`src/rtl/fpwm_pkg.sv`:
```
package fpwm_pkg;
  localparam int NCH   = 2;
  localparam int NFLAG = NCH + 2;

  localparam int FLG_OVF = 0;
  localparam int FLG_CAP = NCH + 1;

  localparam logic [2:0] ADDR_CAP  = 3'(NCH);
  localparam logic [2:0] ADDR_CTRL = 3'(NCH + 1);
  localparam logic [2:0] ADDR_FLAG = 3'(NCH + 2);

  localparam int CTRL_MODE_LSB = 3;

  typedef enum logic [2:0] {
    TOP_FIX8  = 3'd0,
    TOP_FIX9  = 3'd1,
    TOP_FIX10 = 3'd2,
    TOP_CAP   = 3'd3,
    TOP_CHA   = 3'd4
  } top_sel_e;

  function automatic top_sel_e legal_sel(input logic [2:0] v);
    case (v)
      3'd1:    return TOP_FIX9;
      3'd2:    return TOP_FIX10;
      3'd3:    return TOP_CAP;
      3'd4:    return TOP_CHA;
      default: return TOP_FIX8;
    endcase
  endfunction
endpackage

```
`src/rtl/fpwm_regs.sv`:
```
module fpwm_regs
  import fpwm_pkg::*;
#(
  parameter int W = 16
) (
  input  logic                   clk,
  input  logic                   rst_n,
  input  logic                   wr_en,
  input  logic [2:0]             wr_addr,
  input  logic [W-1:0]           wr_data,
  output logic [NCH-1:0][W-1:0]  cmp_buf,
  output logic [W-1:0]           cap_q,
  output top_sel_e               top_sel,
  output logic [NCH-1:0][1:0]    mode,
  output logic [NFLAG-1:0]       flag_clr
);
  localparam logic [W-1:0] MASK8  = {{(W-8){1'b0}},  8'hFF};
  localparam logic [W-1:0] MASK9  = {{(W-9){1'b0}},  9'h1FF};
  localparam logic [W-1:0] MASK10 = {{(W-10){1'b0}}, 10'h3FF};

  logic [W-1:0] wmask;

  always_comb begin
    case (top_sel)
      TOP_FIX8:  wmask = MASK8;
      TOP_FIX9:  wmask = MASK9;
      TOP_FIX10: wmask = MASK10;
      default:   wmask = '1;
    endcase
  end

  always_ff @(posedge clk or negedge rst_n) begin
    if (!rst_n) begin
      cmp_buf <= '0;
      cap_q   <= '0;
      top_sel <= TOP_FIX8;
      mode    <= '0;
    end else if (wr_en) begin
      for (int i = 0; i < NCH; i++) begin
        if (wr_addr == 3'(i)) cmp_buf[i] <= wr_data & wmask;
      end
      if (wr_addr == ADDR_CAP) cap_q <= wr_data;
      if (wr_addr == ADDR_CTRL) begin
        top_sel <= legal_sel(wr_data[2:0]);
        for (int i = 0; i < NCH; i++) begin
          mode[i] <= wr_data[CTRL_MODE_LSB + 2*i +: 2];
        end
      end
    end
  end

  assign flag_clr = (wr_en && wr_addr == ADDR_FLAG) ? wr_data[NFLAG-1:0] : '0;
endmodule

```
`src/rtl/fpwm_counter.sv`:
```
module fpwm_counter #(
  parameter int W = 16
) (
  input  logic         clk,
  input  logic         rst_n,
  input  logic         tick,
  input  logic [W-1:0] top_val,
  output logic [W-1:0] cnt,
  output logic         at_top,
  output logic         to_bottom
);
  assign at_top    = (cnt == top_val);
  assign to_bottom = at_top | (&cnt);

  always_ff @(posedge clk or negedge rst_n) begin
    if (!rst_n)    cnt <= '0;
    else if (tick) cnt <= at_top ? '0 : cnt + 1'b1;
  end
endmodule

```
`src/rtl/fpwm_channel.sv`:
```
module fpwm_channel #(
  parameter int W = 16
) (
  input  logic         clk,
  input  logic         rst_n,
  input  logic         tick,
  input  logic         at_top,
  input  logic         to_bottom,
  input  logic [W-1:0] cnt,
  input  logic [W-1:0] buf_val,
  input  logic [1:0]   mode,
  input  logic         dir,
  input  logic         mute,
  output logic [W-1:0] act,
  output logic         hit,
  output logic         pin
);
  logic level;

  assign hit = tick && (cnt == act);

  always_ff @(posedge clk or negedge rst_n) begin
    if (!rst_n) begin
      act   <= '0;
      level <= 1'b0;
    end else begin
      if (tick && at_top)         act   <= buf_val;
      if (tick && to_bottom)      level <= 1'b1;
      else if (hit)               level <= 1'b0;
    end
  end

  assign pin = dir && !mute && mode[1] && (level ^ mode[0]);
endmodule

```
`src/rtl/fpwm_flags.sv`:
```
module fpwm_flags
  import fpwm_pkg::*;
(
  input  logic             clk,
  input  logic             rst_n,
  input  logic [NFLAG-1:0] set,
  input  logic [NFLAG-1:0] clr,
  output logic [NFLAG-1:0] flags
);
  always_ff @(posedge clk or negedge rst_n) begin
    if (!rst_n) flags <= '0;
    else        flags <= (flags & ~clr) | set;
  end
endmodule

```
`src/rtl/fpwm_timer.sv`:
```
module fpwm_timer
  import fpwm_pkg::*;
#(
  parameter int W = 16
) (
  input  logic             clk,
  input  logic             rst_n,
  input  logic             tick,
  input  logic             wr_en,
  input  logic [2:0]       wr_addr,
  input  logic [W-1:0]     wr_data,
  input  logic             dir_a,
  input  logic             dir_b,
  output logic [W-1:0]     count,
  output logic             pwm_a,
  output logic             pwm_b,
  output logic [NFLAG-1:0] flags
);
  localparam logic [W-1:0] TOP8  = {{(W-8){1'b0}},  8'hFF};
  localparam logic [W-1:0] TOP9  = {{(W-9){1'b0}},  9'h1FF};
  localparam logic [W-1:0] TOP10 = {{(W-10){1'b0}}, 10'h3FF};

  logic [NCH-1:0][W-1:0] cmp_buf;
  logic [NCH-1:0][W-1:0] cmp_act;
  logic [NCH-1:0][1:0]   mode;
  logic [NCH-1:0]        hit, pin, dir;
  logic [W-1:0]          cap_q, top_val;
  logic [NFLAG-1:0]      flag_clr, flag_set;
  logic                  at_top, to_bottom;
  top_sel_e              top_sel;

  fpwm_regs #(.W(W)) u_regs (
    .clk(clk), .rst_n(rst_n), .wr_en(wr_en), .wr_addr(wr_addr),
    .wr_data(wr_data), .cmp_buf(cmp_buf), .cap_q(cap_q),
    .top_sel(top_sel), .mode(mode), .flag_clr(flag_clr)
  );

  always_comb begin
    case (top_sel)
      TOP_FIX9:  top_val = TOP9;
      TOP_FIX10: top_val = TOP10;
      TOP_CAP:   top_val = cap_q;
      TOP_CHA:   top_val = cmp_act[0];
      default:   top_val = TOP8;
    endcase
  end

  fpwm_counter #(.W(W)) u_cnt (
    .clk(clk), .rst_n(rst_n), .tick(tick), .top_val(top_val),
    .cnt(count), .at_top(at_top), .to_bottom(to_bottom)
  );

  assign dir = {dir_b, dir_a};

  for (genvar i = 0; i < NCH; i++) begin : g_ch
    fpwm_channel #(.W(W)) u_ch (
      .clk(clk), .rst_n(rst_n), .tick(tick), .at_top(at_top),
      .to_bottom(to_bottom), .cnt(count), .buf_val(cmp_buf[i]),
      .mode(mode[i]), .dir(dir[i]),
      .mute((i == 0) && (top_sel == TOP_CHA)),
      .act(cmp_act[i]), .hit(hit[i]), .pin(pin[i])
    );
    assign flag_set[1 + i] = hit[i];
  end

  assign flag_set[FLG_OVF] = tick && at_top;
  assign flag_set[FLG_CAP] = tick && at_top && (top_sel == TOP_CAP);

  fpwm_flags u_flags (
    .clk(clk), .rst_n(rst_n), .set(flag_set), .clr(flag_clr), .flags(flags)
  );

  assign pwm_a = pin[0];
  assign pwm_b = pin[1];
endmodule

```
`config.mk`:
```
export PLATFORM = sky130hd
export DESIGN_NAME = fpwm_timer
export DESIGN_NICKNAME = d
export VERILOG_FILES = /design/src/rtl/fpwm_pkg.sv /design/src/rtl/fpwm_regs.sv /design/src/rtl/fpwm_counter.sv /design/src/rtl/fpwm_channel.sv /design/src/rtl/fpwm_flags.sv /design/src/rtl/fpwm_timer.sv
export SDC_FILE = /design/constraint.sdc
export NUM_CORES = 1
export LEC_CHECK = 0
export BUFFER_PORTS_ARGS = -buffer_cell sky130_fd_sc_hd__buf_4
export CORE_MARGIN = 4
export CORE_UTILIZATION = 55
export CTS_BUF_LIST = sky130_fd_sc_hd__clkbuf_4 sky130_fd_sc_hd__clkbuf_8 sky130_fd_sc_hd__clkbuf_16
export DETAILED_ROUTE_END_ITERATION = 16
export GPL_TIMING_DRIVEN = 0
export PLACE_DENSITY = 0.74
export SYNTH_ARGS = -nofsm -noshare
export SYNTH_HDL_FRONTEND = slang
export SYNTH_SLANG_ARGS = --single-unit
```
`constraint.sdc`:
```
create_clock -name clk -period 2.7 [get_ports clk]
set_input_delay 0.135 -clock clk [delete_from_list [all_inputs] [get_ports clk]]
set_output_delay 0.135 -clock clk [all_outputs]
set_load 0.005 [all_outputs]
```
### After elaboration in Yosys (flattened, before gate mapping)

Index checks and enable logic that the tools add are counted.

* flip-flop bits (word level): 109

* add/sub/neg operators: 1
* bitwise logic cells: 7
* mux-type cells: 9
* reduce and logical (&&, ||, !) cells: 21
* eq/ne operators: 15

Operators with widths (number)
* case mux 16 bit (4 select lines): 1
* == test 16 bit: 3
* case mux 16 bit (3 select lines): 1
* == test 3 x 2 -> 1 bit, second input constant: 6
* adder 16 x 1 -> 16 bit, second input constant: 1
* AND 16 bit: 1
* two-way mux 16 bit: 1
* AND reduction 16 bit: 1
* case mux 3 bit (4 select lines): 1
* logical AND 1 bit: 11
* == test 3 x 1 -> 1 bit, second input constant: 3
* == test 3 bit, second input constant: 3
* AND reduction 2 bit: 4
* logical NOT 3 bit: 2
* AND 4 bit: 1
* two-way mux 1 bit: 4
* two-way mux 4 bit: 1
* NOT 4 bit: 1
* bitwise OR 4 bit: 1
* nonzero test 2 bit: 2
* bitwise XOR 1 bit: 2
* logical NOT 1 bit: 1
* bitwise OR 1 bit: 1

### Logic depth before layout (Yosys ltp)

Gate-level depths: netlist of the first run.

* word-level depth: 6
* depth in mapped cells: 10
* depth with buffers taken out: 6

### Cells and area by module

Synthesis of the first run repeated with hierarchy kept, for this count alone.

* cell total of the unflattened synthesis: 476
* area, all modules: 5522.8 um^2

By module, submodules not included
* fpwm_regs: cells an instance 160, seq. area each 1376.3 um^2, instances 1, area each 2143.3 um^2
* fpwm_channel: cells an instance 69, seq. area each 425.4 um^2, instances 2, area each 865.8 um^2
* fpwm_counter: cells an instance 136, seq. area each 400.4 um^2, instances 1, area each 1255.0 um^2
* fpwm_timer: cells an instance 30, seq. area each 0.0 um^2, instances 1, area each 247.7 um^2
* fpwm_flags: cells an instance 12, seq. area each 100.1 um^2, instances 1, area each 145.1 um^2

### Worst setup path before layout of the first run

No wires, ideal clock.

* kind: reg2reg
* start: reg u_regs.top_sel[0]
* end: reg g_ch[0].u_ch.act[10]
* setup slack: 0.346 ns
* path buffers: 4
* cell stages (with the launch flop): 11
* period minus slack after synthesis: 2.354 ns
* data arrival time: 2.229 ns
* path through: dfrtp_1 -> buf_2 -> buf_6 -> or3b_1 -> o32ai_2 -> o211ai_1 -> nor4_2 -> nand3_1 -> buf_6 -> buf_6 -> mux2_4

* word-level cells in the longest chain between the ends: 4
* elaborated cells between the ends (all ways): 7

Ends and longest elaborated chain
* start, declared: line fpwm_regs.sv:13 `output top_sel_e top_sel,`
* start signal, assigned: line fpwm_regs.sv:44 `top_sel <= legal_sel(wr_data[2:0]);`
* == test 3 bit (tied with other cells): line fpwm_timer.sv:39 `case (top_sel)`
* case mux 16 bit (4 select lines) (*): line fpwm_timer.sv:39
* == test 16 bit (*): line fpwm_counter.sv:12 `assign at_top = (cnt == top_val);`
* logical AND 1 bit (*): line fpwm_channel.sv:27 `if (tick && at_top) act <= buf_val;`
* end signal, assigned: line fpwm_channel.sv:27
* end, declared: line fpwm_channel.sv:14 `output logic [W-1:0] act,`

Every way passes the cells marked *; elsewhere a longest branch is shown, timed or not.
A chain may end at the register's enable or synchronous reset.

### Final worst setup path of the first run

* start: reg u_regs.top_sel[0]
* end: reg g_ch[1].u_ch.act[0]

* word-level cells in the longest chain between the ends: 4
* elaborated cells between the ends (all ways): 7

Ends and longest elaborated chain (line)
* == test 3 bit (tied with other cells): fpwm_timer.sv:39
* case mux 16 bit (4 select lines) (*): fpwm_timer.sv:39
* == test 16 bit (*): fpwm_counter.sv:12
* logical AND 1 bit (*): fpwm_channel.sv:27
* end signal, assigned: fpwm_channel.sv:27
* end, declared: fpwm_channel.sv:14

Marks and branches as above.

==> results of run 1 <==
-- power breakdown --
group	internal (mW)	switching (mW)	total [mW]	leakage, nW
combinational	0.596	0.682	1.28	1.42
clock	0.383	0.573	0.956	0.0992
sequential	1.84	0.136	1.98	1.41
total	2.82	1.39	4.21	2.93
-- state kept, by name, summed over array words and instances, names as in the netlist --
signal and cells:
u_regs.top_sel 3, u_regs.mode 4, u_regs.cap_q 16, g_ch.u_ch.act 32, u_flags.flags 4, u_regs.cmp_buf 32, g_ch.u_ch.level 2, u_cnt.cnt 16
-- synthesized netlist by cell type, types with 9 or more instances --
library cell / count
nand2_1: 52
buf_2: 12
clkbuf_1: 22
inv_1: 10
nor2_1: 9
mux2_2: 36
mux2_4: 14
o21ai_0: 25
mux2_1: 18
nand4_1: 14
nor4bb_1: 9
or3_1: 9
xnor2_1: 42
dfrtp_1: 109
nand3_1: 18
a21oi_1: 13
-- repair_timing --
| item | in CTS | in global routing |
|---|---|---|
| pin swaps | 4 | 5 |
| setup endpoints to repair | 35 | 45 |
| endpoints found under the hold margin | 22 | 109 |
| resized for setup | 17 | 17 |
| setup buffers | 7 | 3 |
| hold buffers | 12 | 1 |
-- worst max-delay path, cell delays in order, from the launching register on --
cell      delay [ps]
dfrtp_2          460
buf_6            140
buf_6            140
or3b_4           420
o32ai_4          110
o211ai_1         170
nor4_4           310
nand3_2          150
buf_6            180
buf_4            150
mux2_1           310
-- routing by layer --
layer | up-vias | share of wire, % | track usage, %
met3 | 27 | 6.2 | 6.513
li1 | 1968 | - | -
met1 | 2119 | 44 | 35.32
met5 | - | 0 | 0
met4 | 0 | 2.9 | 9.919
met2 | 135 | 47 | 40.48
-- layout make-up --
cell class / instances / area (um2)
repair buffers: 69 / 574.3
clock buffers: 11 / 145.1
multi-input cells: 347 / 2760
fillers: 754 / 3178
clock inverters: 5 / 42.54
well taps: 133 / 166.4
inverters: 10 / 37.54
plain buffers: 39 / 229.0
flip-flops and latches: 109 / 2731
-- kinds of logic (layout without fill, tap and decap cells) --
kind of cell	count (synthesis)	count (layout)	synth area share (%)
and+or+nand+nor	168	168	18.33
DFF	109	109	48.67
muxes	68	68	14.60
AOI/OAI and AO/OA	66	66	7.211
buffers and inverters	49	134	4.086
xor gates and xnor gates	44	44	6.877
adders and majority gates	1	1	0.2232
-- final timing paths --
check,cells after the start,endpoint,from
max in group asynchronous,3,u_regs.top_sel[0]$_DFFE_PN0P_,rst_n
min in group asynchronous,2,u_regs.cmp_buf[14]$_DFFE_PN0P_,rst_n
min reg2reg,2,u_flags.flags[2]$_DFF_PN0_,u_flags.flags[2]$_DFF_PN0_
max,10,g_ch[1].u_ch.act[0]$_DFFE_PN0P_,u_regs.top_sel[0]$_DFFE_PN0P_
min,3,u_regs.top_sel[2]$_DFFE_PN0P_,wr_data[2]
max reg2reg,10,g_ch[1].u_ch.act[0]$_DFFE_PN0P_,u_regs.top_sel[0]$_DFFE_PN0P_
==> reports/metrics.cfg, run 1 <==
[floorplanning]
dieHeight_um = 108.9
rows = 36
die-area_mm2 = 0.01187
initial_utilization_pct = 56.81
core-area_mm2 = 0.009864
io-pin-count = 47
chipWidth_um = 108.9

[sta]
finalClockSkew_ps = 13.55
slew_headroom_pct = 48.27
fin_ws_ps = 47.68
worst_slew_pin_slew_ps = 773.2
fmaxAchievable_mhz = 377.0
timing.hold.ws_ps = 26.74
tns_ps = 0
hold_violations = 0
fin_crit_sh_pct = 98.23
setup_viol = 0
period_needed_ps = 2652
slew_viol_final = 0

[global_routing]
track_usage_pct = 26.08
grt_pass1_vias = 4101
grt_pass1_wl_mm = 22.54
grt_overflow = 0
grt_max_degree = 110
antenna_found_initial = 0

[final_layout]
final_cells = 723
syn_to_final_growth_pct = 19.31
final_common_cell = dfrtp_1
layout_common_cells = 106 x dfrtp_1, 58 x buf_4, 52 x nand2_1
final_area_mm2 = 0.006686
num-nets-final = 611
diodes = 0
drive_above_1_share_pct = 27.12
utilization_pct = 67.78

[clocking]
clockBufferDepth = 2
cts_tree = yes
worstSkewPairLatency_ps = 400
htreeDepth = 3
numCtsBuffers = 9
cts-root-buf = clkbuf_8
path_clk_slew_ps = 110
cts.sinks = 109

[drt]
routed_wl_mm = 14.48
drt_iter0_drc = 212
vias_per_cell = 5.877
drc_errors = 0
detail_route.first_pass.iterations = 5
via_count = 4249
drtAntennaViolNets = 0
wl_per_cell_um = 20.03

[critical_path]
start_kind = register
required_ps = 2980
r2r_setup_slack_ps = 50
critPathKind = reg -> reg
worst_ep_arrival_time_ps = 2940
setup.worst_path.end_class = register
critPathMaxFanout = 10

[place]
gp_congestion = 0.9517
dp.cells = 683
port_buffers = 45
place_ws_ps = -187.3
dp_hpwl_mm = 10.71
place_area_mm2 = 0.006108

[hold_path]
hold_class = in -> reg

[power]
cellPowerDensity_mw_per_mm2 = 630.2
power.total_mw = 4.214
p_leak_nw = 2.932
max-vdd-ir-drop_mv = 0.4677

[synthesis]
synthesis.nets = 531
ys_types = 46
synth_top_area_share_pct = 48.67
synth_area_leaders = dfrtp_1 49%, mux2_2 7.2%, xnor2_1 6.6%, mux2_4 3.8%, mux2_1 3.6%
yosysWarningCount = 0
synth_area_mm2 = 0.005604
synth.avg_cell_area_um2 = 11.10
ys_ff_latch = 109
ys_seq_area_share_pct = 48.67
syn_inst = 505
synth_area_leader_cell = dfrtp_1
synthArstFlopShare_pct = 100.0
synth_edf_count = 0
synth_ff_type = dfrtp_1

[job]
drv_cap = 0

[run_status]
outcome = finished, final reports clean

No activity file was read; power rests on OpenSTA's default activity.
==> run 2, diff against run 1 <==
Settings changed: ABC_AREA set to 1, CORE_UTILIZATION 55 to 40, PLACE_DENSITY 0.74 to unset.
==> run 2 against run 1 <==
- sequential share of layout area about the same
- hold slack improved by 11 ps
- routed wire length increased by 17%
- area after synthesis up 2.9%
- utilization decreased by 20 points
- clock power grew 44%
- synthesized cell count is 51% higher
==> reports/metrics.cfg, run 2 <==
[final_layout]
drive_above_1_share_pct = 11.85  ; was 27.12%
final_common_cell = nand2_1  ; was dfrtp_1
diodes = 0  ; unchanged
largestRegisters = g_ch.u_ch.act (32), u_regs.cmp_buf (32)  ; unchanged
num-nets-final = 848  ; was 611
final_cells = 1007  ; was 723
syn_to_final_growth_pct = 15.90  ; was 19.31%
layout_common_cells = 273 x nand2_1, 109 x dfrtp_1, 73 x inv_1  ; was 106 x dfrtp_1, 58 x buf_4, 52 x nand2_1

[sta]
fin_crit_sh_pct = 93.70  ; was 98.23%
slew_viol_final = 0  ; unchanged
finalClockSkew_ps = 7.988  ; was 13.55 ps
rsz0062_at_grt = false
setup_viol = 0  ; unchanged
period_needed_ps = 2530  ; was 2652 ps
fmaxAchievable_mhz = 395.3  ; was 377.0 MHz
worst_slew_pin_slew_ps = 710.4  ; was 773.2 ps
tns_ps = 0  ; unchanged
slew_headroom_pct = 52.28  ; was 48.27%
hold_violations = 0  ; unchanged

[floorplanning]
dieHeight_um = 128.1  ; was 108.9 um
rows = 43  ; was 36
initial_utilization_pct = 41.23  ; was 56.81%
core-area_mm2 = 0.01399  ; was 0.009864 mm2
die-area_mm2 = 0.01640  ; was 0.01187 mm2
chipWidth_um = 128.1  ; was 108.9 um
io-pin-count = 47  ; unchanged

[drt]
via_count = 5235  ; was 4249
vias_per_cell = 5.199  ; was 5.877
detail_route.first_pass.iterations = 5  ; unchanged
drt_iter0_drc = 499  ; was 212
routed_wl_mm = 16.92  ; was 14.48 mm
drtAntennaViolNets = 0  ; unchanged
drc_errors = 0  ; unchanged
wl_per_cell_um = 16.80  ; was 20.03 um

[synthesis]
synthTopCellsByCount = 273 x nand2_1, 109 x dfrtp_1, 73 x inv_1, 66 x nand3_1, 55 x nand4_1  ; was 109 x dfrtp_1, 52 x nand2_1, 42 x xnor2_1, 36 x mux2_2, 25 x o21ai_0
synth_top_area_share_pct = 47.30  ; was 48.67%
synth_ff_type = dfrtp_1  ; unchanged
yosysWarningCount = 0  ; unchanged
synthesis.nets = 789  ; was 531
synth_area_leader_cell = dfrtp_1  ; unchanged
ys_types = 32  ; was 46
yosysMostFrequentCell = nand2_1  ; was dfrtp_1
synth_area_mm2 = 0.005767  ; was 0.005604 mm2
synth_edf_count = 0  ; unchanged
synth.avg_cell_area_um2 = 7.558  ; was 11.10 um2
syn_inst = 763  ; was 505
ys_seq_area_share_pct = 47.30  ; was 48.67%
synthArstFlopShare_pct = 100.0  ; unchanged
synth_area_leaders = dfrtp_1 47%, nand2_1 18%, nand4_1 6.0%, nand3_1 5.7%, inv_1 4.8%  ; was dfrtp_1 49%, mux2_2 7.2%, xnor2_1 6.6%, mux2_4 3.8%, mux2_1 3.6%
ys_ff_latch = 109  ; unchanged

[critical_path]
crit_chain = buf_4, nor2_2, nand2_1, nand3_1, nand2_1, nor2_1, nand2_1, nor2_2, buf_4, nand4_1, nand2_1  ; was buf_6, buf_6, or3b_4, o32ai_4, o211ai_1, nor4_4, nand3_2, buf_6, buf_4, mux2_1
reg2regPathDepth = 11  ; was 10
setup.worst_path.end_class = register  ; unchanged
start_kind = register  ; unchanged
reg2reg_from = u_regs.top_sel[2]$_DFFE_PN0P_  ; was u_regs.top_sel[0]$_DFFE_PN0P_
cp_common_cell = nand2_1  ; was buf_6
slowest_stage = dfrtp_1  ; was dfrtp_2
critPathMaxFanout = 10  ; unchanged
slowest_delay_ps = 420  ; was 460 ps
worst_ep_arrival_time_ps = 2830  ; was 2940 ps
crit_start = u_regs.top_sel[2]$_DFFE_PN0P_  ; was u_regs.top_sel[0]$_DFFE_PN0P_
required_ps = 3000  ; was 2980 ps
critPathKind = reg -> reg  ; unchanged
r2r_setup_slack_ps = 170  ; was 50 ps

[place]
gp_congestion = 0.9152  ; was 0.9517
port_buffers = 46  ; was 45
dp_hpwl_mm = 12.93  ; was 10.71 mm
dp.cells = 989  ; was 683

[global_routing]
antenna_found_initial = 0  ; unchanged
grt_pass1_wl_mm = 27.50  ; was 22.54 mm
grt_max_degree = 110  ; unchanged
grt_overflow = 0  ; unchanged
grt_pass1_vias = 5102  ; was 4101
track_usage_pct = 21.75  ; was 26.08%

[power]
max-vdd-ir-drop_mv = 0.3101  ; was 0.4677 mV
p_leak_nw = 3.534  ; was 2.932 nW
cellPowerDensity_mw_per_mm2 = 720.0  ; was 630.2 mW/mm2

[run_status]
outcome = finished, final reports clean  ; unchanged

[clocking]
path_clk_slew_ps = 70  ; was 110 ps
cts.sinks = 109  ; unchanged
htreeDepth = 3  ; unchanged
worstSkewPairLatency_ps = 360  ; was 400 ps
cts-root-buf = clkbuf_16  ; was clkbuf_8
cts_setup_buffers = 0  ; was 7
clockBufferDepth = 2  ; unchanged
cts_tree = yes  ; unchanged
numCtsBuffers = 9  ; unchanged

[hold_path]
worstHoldPathCells = 3  ; unchanged
hp-start = wr_data[2]  ; unchanged
hold_class = in -> reg  ; unchanged

[job]
drv_cap = 0  ; unchanged

==> run 2: cell types whose count changed in the layout (fill, tap and decap cells not counted), moves of 12 or more <==
cell           delta
inv_1            +63
mux2_4           -14
xnor2_1          -32
o21ai_0          +25
nand4_1          +41
nand3_1          +49
nor2_1           +36
nand2_1         +221
mux2_1           -18
dlygate4sd3_1    -12
mux2_2           -36
==> run 2: what timing repair did <==
| action | 4_1_cts | 5_1_grt |
|---|---|---|
| gates resized for setup | 0 | 0 |
| hold buffers | 0 | 1 |
| hold endpoints to repair | 0 | 20 |
==> run 2: critical path: cells and delay by family, from the launching register on <==
kind | cells | cell delay, ps
AND/OR/NAND/NOR | 9 | 1560
flip-flops | 1 | 420
buffers and inverters | 2 | 470
==> run 2: final timing paths <==
path	endpoint
max	g_ch[1].u_ch.act[3]$_DFFE_PN0P_
min	u_regs.top_sel[2]$_DFFE_PN0P_
max reg2reg	g_ch[1].u_ch.act[3]$_DFFE_PN0P_
min reg2reg	u_regs.cmp_buf[8]$_DFFE_PN0P_
max in group asynchronous	u_regs.cmp_buf[27]$_DFFE_PN0P_
min in group asynchronous	u_cnt.cnt[4]$_DFFE_PN0P_
==> run 2: where the power goes <==
part | leakage, nW | internal (mW) | switching (mW)
Clock | 0.146 | 0.758 | 0.625
Sequential | 1.41 | 1.86 | 0.216
Combinational | 1.98 | 0.509 | 0.847
Total | 3.53 | 3.12 | 1.69
==> run 2: metal layers <==
metal / track usage, % / part of all wire, % / vias up
li1: - / - / 2590
met1: 30.93 / 47 / 2500
met2: 34.90 / 47 / 126
met3: 2.125 / 4.2 / 19
met4: 7.366 / 1.8 / 0
met5: 0 / 0 / -
==> run 2: kinds of logic after synthesis <==
family	Yosys count	synth area share, %
AND/OR/NAND/NOR	454	34.48
buffers and inverters	111	8.700
flip-flops	109	47.30
AO/OA/AOI/OAI	68	6.271
XOR/XNOR	20	3.037
adder cells (fa/ha/maj)	1	0.2169
==> run 2: cell type report <==
| type | instances | area [um2] |
|---|---|---|
| Sequential cell | 109 | 2728 |
| Fill cell | 1392 | 7305 |
| Clock inverter | 5 | 58.81 |
| Clock buffer | 11 | 246.5 |
| Tap cell | 180 | 225.2 |
| Buffer | 34 | 212.7 |
| Timing Repair Buffer | 48 | 386.6 |
| Multi-Input combinational cell | 543 | 2537 |
| Inverter | 77 | 289.0 |
==> run 2: per-stage QoR <==
step	util [%]	cell area, um2	setup WS (ps)	hold WS [ps]	total power [mW]
after floorplan	-	5767	841.4	-160.6	2.944
after global placement	45.30	6337	256.4	398.4	3.418
after detailed placement	45.30	6337	201.3	407.0	3.448
after CTS	47.49	6643	182.6	39.76	4.827
after global routing	47.78	6684	14.64	53.81	5.113
final	47.78	6684	170.2	37.71	4.812
==> run 3, diff against run 2 <==
Settings changed: SLEW_MARGIN set to 20.
Clock period 2.7 ns to 2.48 ns, I/O delays scaled along.
==> run 3 against run 2 <==
- clock power is 9% higher
- global-route usage hardly changed
- routed wire length is 0.70% higher
- total power grew 10%
- hold slack lost 15 ps
- flip-flop and latch count stayed put
- final cell count increased by 0.50%
- utilization rose by 0.69 points
- clock skew fell by 0.78 ps
- fmax up 5.6%
- via count down 0.29%
==> reports/metrics.cfg, run 3 (synthesis results as in run 2) <==
[floorplanning]
die-area_mm2 = 0.01640  ; unchanged
chipWidth_um = 128.1  ; unchanged
rows = 43  ; unchanged
io-pin-count = 47  ; unchanged
initial_utilization_pct = 41.23  ; unchanged
dieHeight_um = 128.1  ; unchanged
core-area_mm2 = 0.01399  ; unchanged

[global_routing]
gr-usage-met1_pct = 30.93  ; unchanged
grt_overflow = 0  ; unchanged
track_usage_pct = 21.76  ; was 21.75%
grt_pass1_vias = 5119  ; was 5102
met3_usage_pct = 2.125  ; unchanged
grt_max_degree = 110  ; unchanged
grt-busiest-layer = met2  ; unchanged
antenna_found_initial = 0  ; unchanged
grt_pass1_wl_mm = 27.53  ; was 27.50 mm
grt_use_met2_pct = 34.75  ; was 34.90%

[clocking]
htreeDepth = 3  ; unchanged
clockBufferDepth = 2  ; unchanged
path_clk_slew_ps = 70  ; about the same
cts.sinks = 109  ; unchanged
cts-root-buf = clkbuf_16  ; unchanged
worstSkewPairLatency_ps = 360  ; about the same
cts_tree = yes  ; unchanged
numCtsBuffers = 9  ; unchanged

[final_layout]
final_area_mm2 = 0.006780  ; was 0.006684 mm2
utilization_pct = 48.47  ; was 47.78%
largestRegisters = g_ch.u_ch.act (32), u_regs.cmp_buf (32)  ; unchanged
layout_common_cells = 273 x nand2_1, 109 x dfrtp_1, 73 x inv_1  ; unchanged
num-nets-final = 853  ; was 848
final_common_cell = nand2_1  ; unchanged
drive_above_1_share_pct = 12.74  ; was 11.85%
diodes = 0  ; unchanged
syn_to_final_growth_pct = 17.57  ; was 15.90%

[critical_path]
rr_endpoint = g_ch[0].u_ch.act[13]$_DFFE_PN0P_  ; was g_ch[1].u_ch.act[3]$_DFFE_PN0P_
crit_chain = inv_2, clkbuf_4, nand4_1, buf_4, nand2_1, nand2_1, nand3_1, nor2_1, nand2_1, nor2_1, nand3_1, buf_6, buf_6, nand2_1, nand2_1  ; was buf_4, nor2_2, nand2_1, nand3_1, nand2_1, nor2_1, nand2_1, nor2_2, buf_4, nand4_1, nand2_1
critPathTopFamily = simple AND/OR/NAND/NOR gates  ; unchanged
reg2reg_from = u_regs.top_sel[2]$_DFFE_PN0P_  ; unchanged
start_kind = register  ; unchanged
required_ps = 2730  ; was 3000 ps
cp_common_cell = nand2_1  ; unchanged
critPathKind = reg -> reg  ; unchanged
worst_ep_arrival_time_ps = 2640  ; was 2830 ps
setup.worst_path.end_class = register  ; unchanged
slowest_delay_ps = 420  ; about the same
r2r_setup_slack_ps = 80  ; was 170 ps
critPathMaxFanout = 10  ; unchanged
reg2regPathDepth = 15  ; was 11
slowest_stage = dfrtp_1  ; unchanged
cp_num_buf_inv = 5  ; was 2

[power]
cellPowerDensity_mw_per_mm2 = 780.5  ; was 720.0 mW/mm2
max-vdd-ir-drop_mv = 0.3393  ; was 0.3101 mV
power.total_mw = 5.292  ; was 4.812 mW
p_leak_nw = 3.582  ; was 3.534 nW

[place]
place_area_mm2 = 0.006341  ; was 0.006337 mm2
port_buffers = 46  ; unchanged
gp_congestion = 0.9152  ; unchanged
place_ws_ps = -18.72  ; was 201.3 ps
dp_hpwl_mm = 12.93  ; about the same

[sta]
fin_crit_sh_pct = 96.61  ; was 93.70%
slew_headroom_pct = 51.79  ; was 52.28%
finalClockSkew_ps = 7.213  ; was 7.988 ps
fin_ws_ps = 84.04  ; was 170.2 ps
worst_slew_pin_slew_ps = 717.6  ; was 710.4 ps
slew_viol_final = 0  ; unchanged
hold_violations = 0  ; unchanged
period_needed_ps = 2396  ; was 2530 ps
rsz0062_at_grt = false  ; unchanged
setup_viol = 0  ; unchanged
fmaxAchievable_mhz = 417.4  ; was 395.3 MHz

[drt]
drt_iter0_drc = 461  ; was 499
drtAntennaViolNets = 0  ; unchanged
detail_route.first_pass.iterations = 8  ; was 5
via_count = 5220  ; was 5235
vias_per_cell = 5.158  ; was 5.199
drc_errors = 0  ; unchanged
routed_wl_mm = 17.04  ; was 16.92 mm
wl_per_cell_um = 16.84  ; was 16.80 um

[hold_path]
worstHoldPathCells = 3  ; unchanged
hold_class = in -> reg  ; unchanged
holdPathEnd = u_regs.top_sel[2]$_DFFE_PN0P_  ; unchanged
hp-start = wr_data[2]  ; unchanged

[job]
drv_cap = 0  ; unchanged

[run_status]
outcome = finished, final reports clean  ; unchanged

-- run 3: cell types whose count changed in the layout (fill, tap and decap cells not counted), sizes merged --
cell and delta:
buf +4, clkbuf +1
-- run 3: worst max path at each step --
stage / startpoint / endpoint / slack (ps) / cells after the start
final: u_regs.top_sel[2]$_DFFE_PN0P_ / g_ch[0].u_ch.act[13]$_DFFE_PN0P_ / 80 / 15
after CTS: u_regs.top_sel[2]$_DFFE_PN0P_ / u_flags.flags[3]$_DFF_PN0_ / 70 / 11
after floorplan: u_regs.top_sel[0]$_DFFE_PN0P_ / g_ch[0].u_ch.act[14]$_DFFE_PN0P_ / 620 / 16
after global placement: u_regs.top_sel[2]$_DFFE_PN0P_ / u_flags.flags[3]$_DFF_PN0_ / 40 / 11
after global routing: u_regs.top_sel[2]$_DFFE_PN0P_ / g_ch[0].u_ch.act[13]$_DFFE_PN0P_ / 3 / 13
after detailed placement: u_regs.top_sel[2]$_DFFE_PN0P_ / u_flags.flags[3]$_DFF_PN0_ / -20 / 11
-- run 3: layer usage --
layer | routed length, um | up-vias
met5 | 0 | -
met2 | 7946 | 138
li1 | - | 2600
met4 | 341 | 0
met1 | 7952 | 2462
met3 | 799 | 20
-- run 3: through the flow --
step | std cells | hold WS (ps) | TNS (ps)
after global placement | 989 | 387.4 | 0
after CTS | 1006 | 28.76 | 0
after detailed placement | 989 | 323.7 | -18.72
after global routing | 1012 | 42.72 | 0
after floorplan | 763 | -171.6 | 0
final | 1012 | 22.86 | 0
-- run 3: worst reg2reg max path: cells and delay by family (launching register included) --
kind	cells	cell delay, ps
AND/OR/NAND/NOR	10	1050
buffers and inverters	5	810
flip-flops	1	420
-- run 3: final cells by class --
class                   instances  area, um2
fillers                      1376       7208
flip-flops and latches        109       2728
multi-input cells             543       2567
repair buffers                 53      436.7
inverters                      77      289.0
clock buffers                  11      246.5
plain buffers                  34      229.0
well taps                     180      225.2
clock inverters                 5      58.81
-- run 3: what timing repair did --
item,in CTS,in global routing
pin swaps,0,6
buffers inserted,0,5
hold endpoints to repair,109,0
endpoints found under the setup margin,3,45
hold buffers,1,0
resized for setup,1,11
-- run 3: power breakdown --
group	switching (mW)	internal [mW]
combinational	0.941	0.584
sequential	0.238	2.02
clock	0.682	0.825
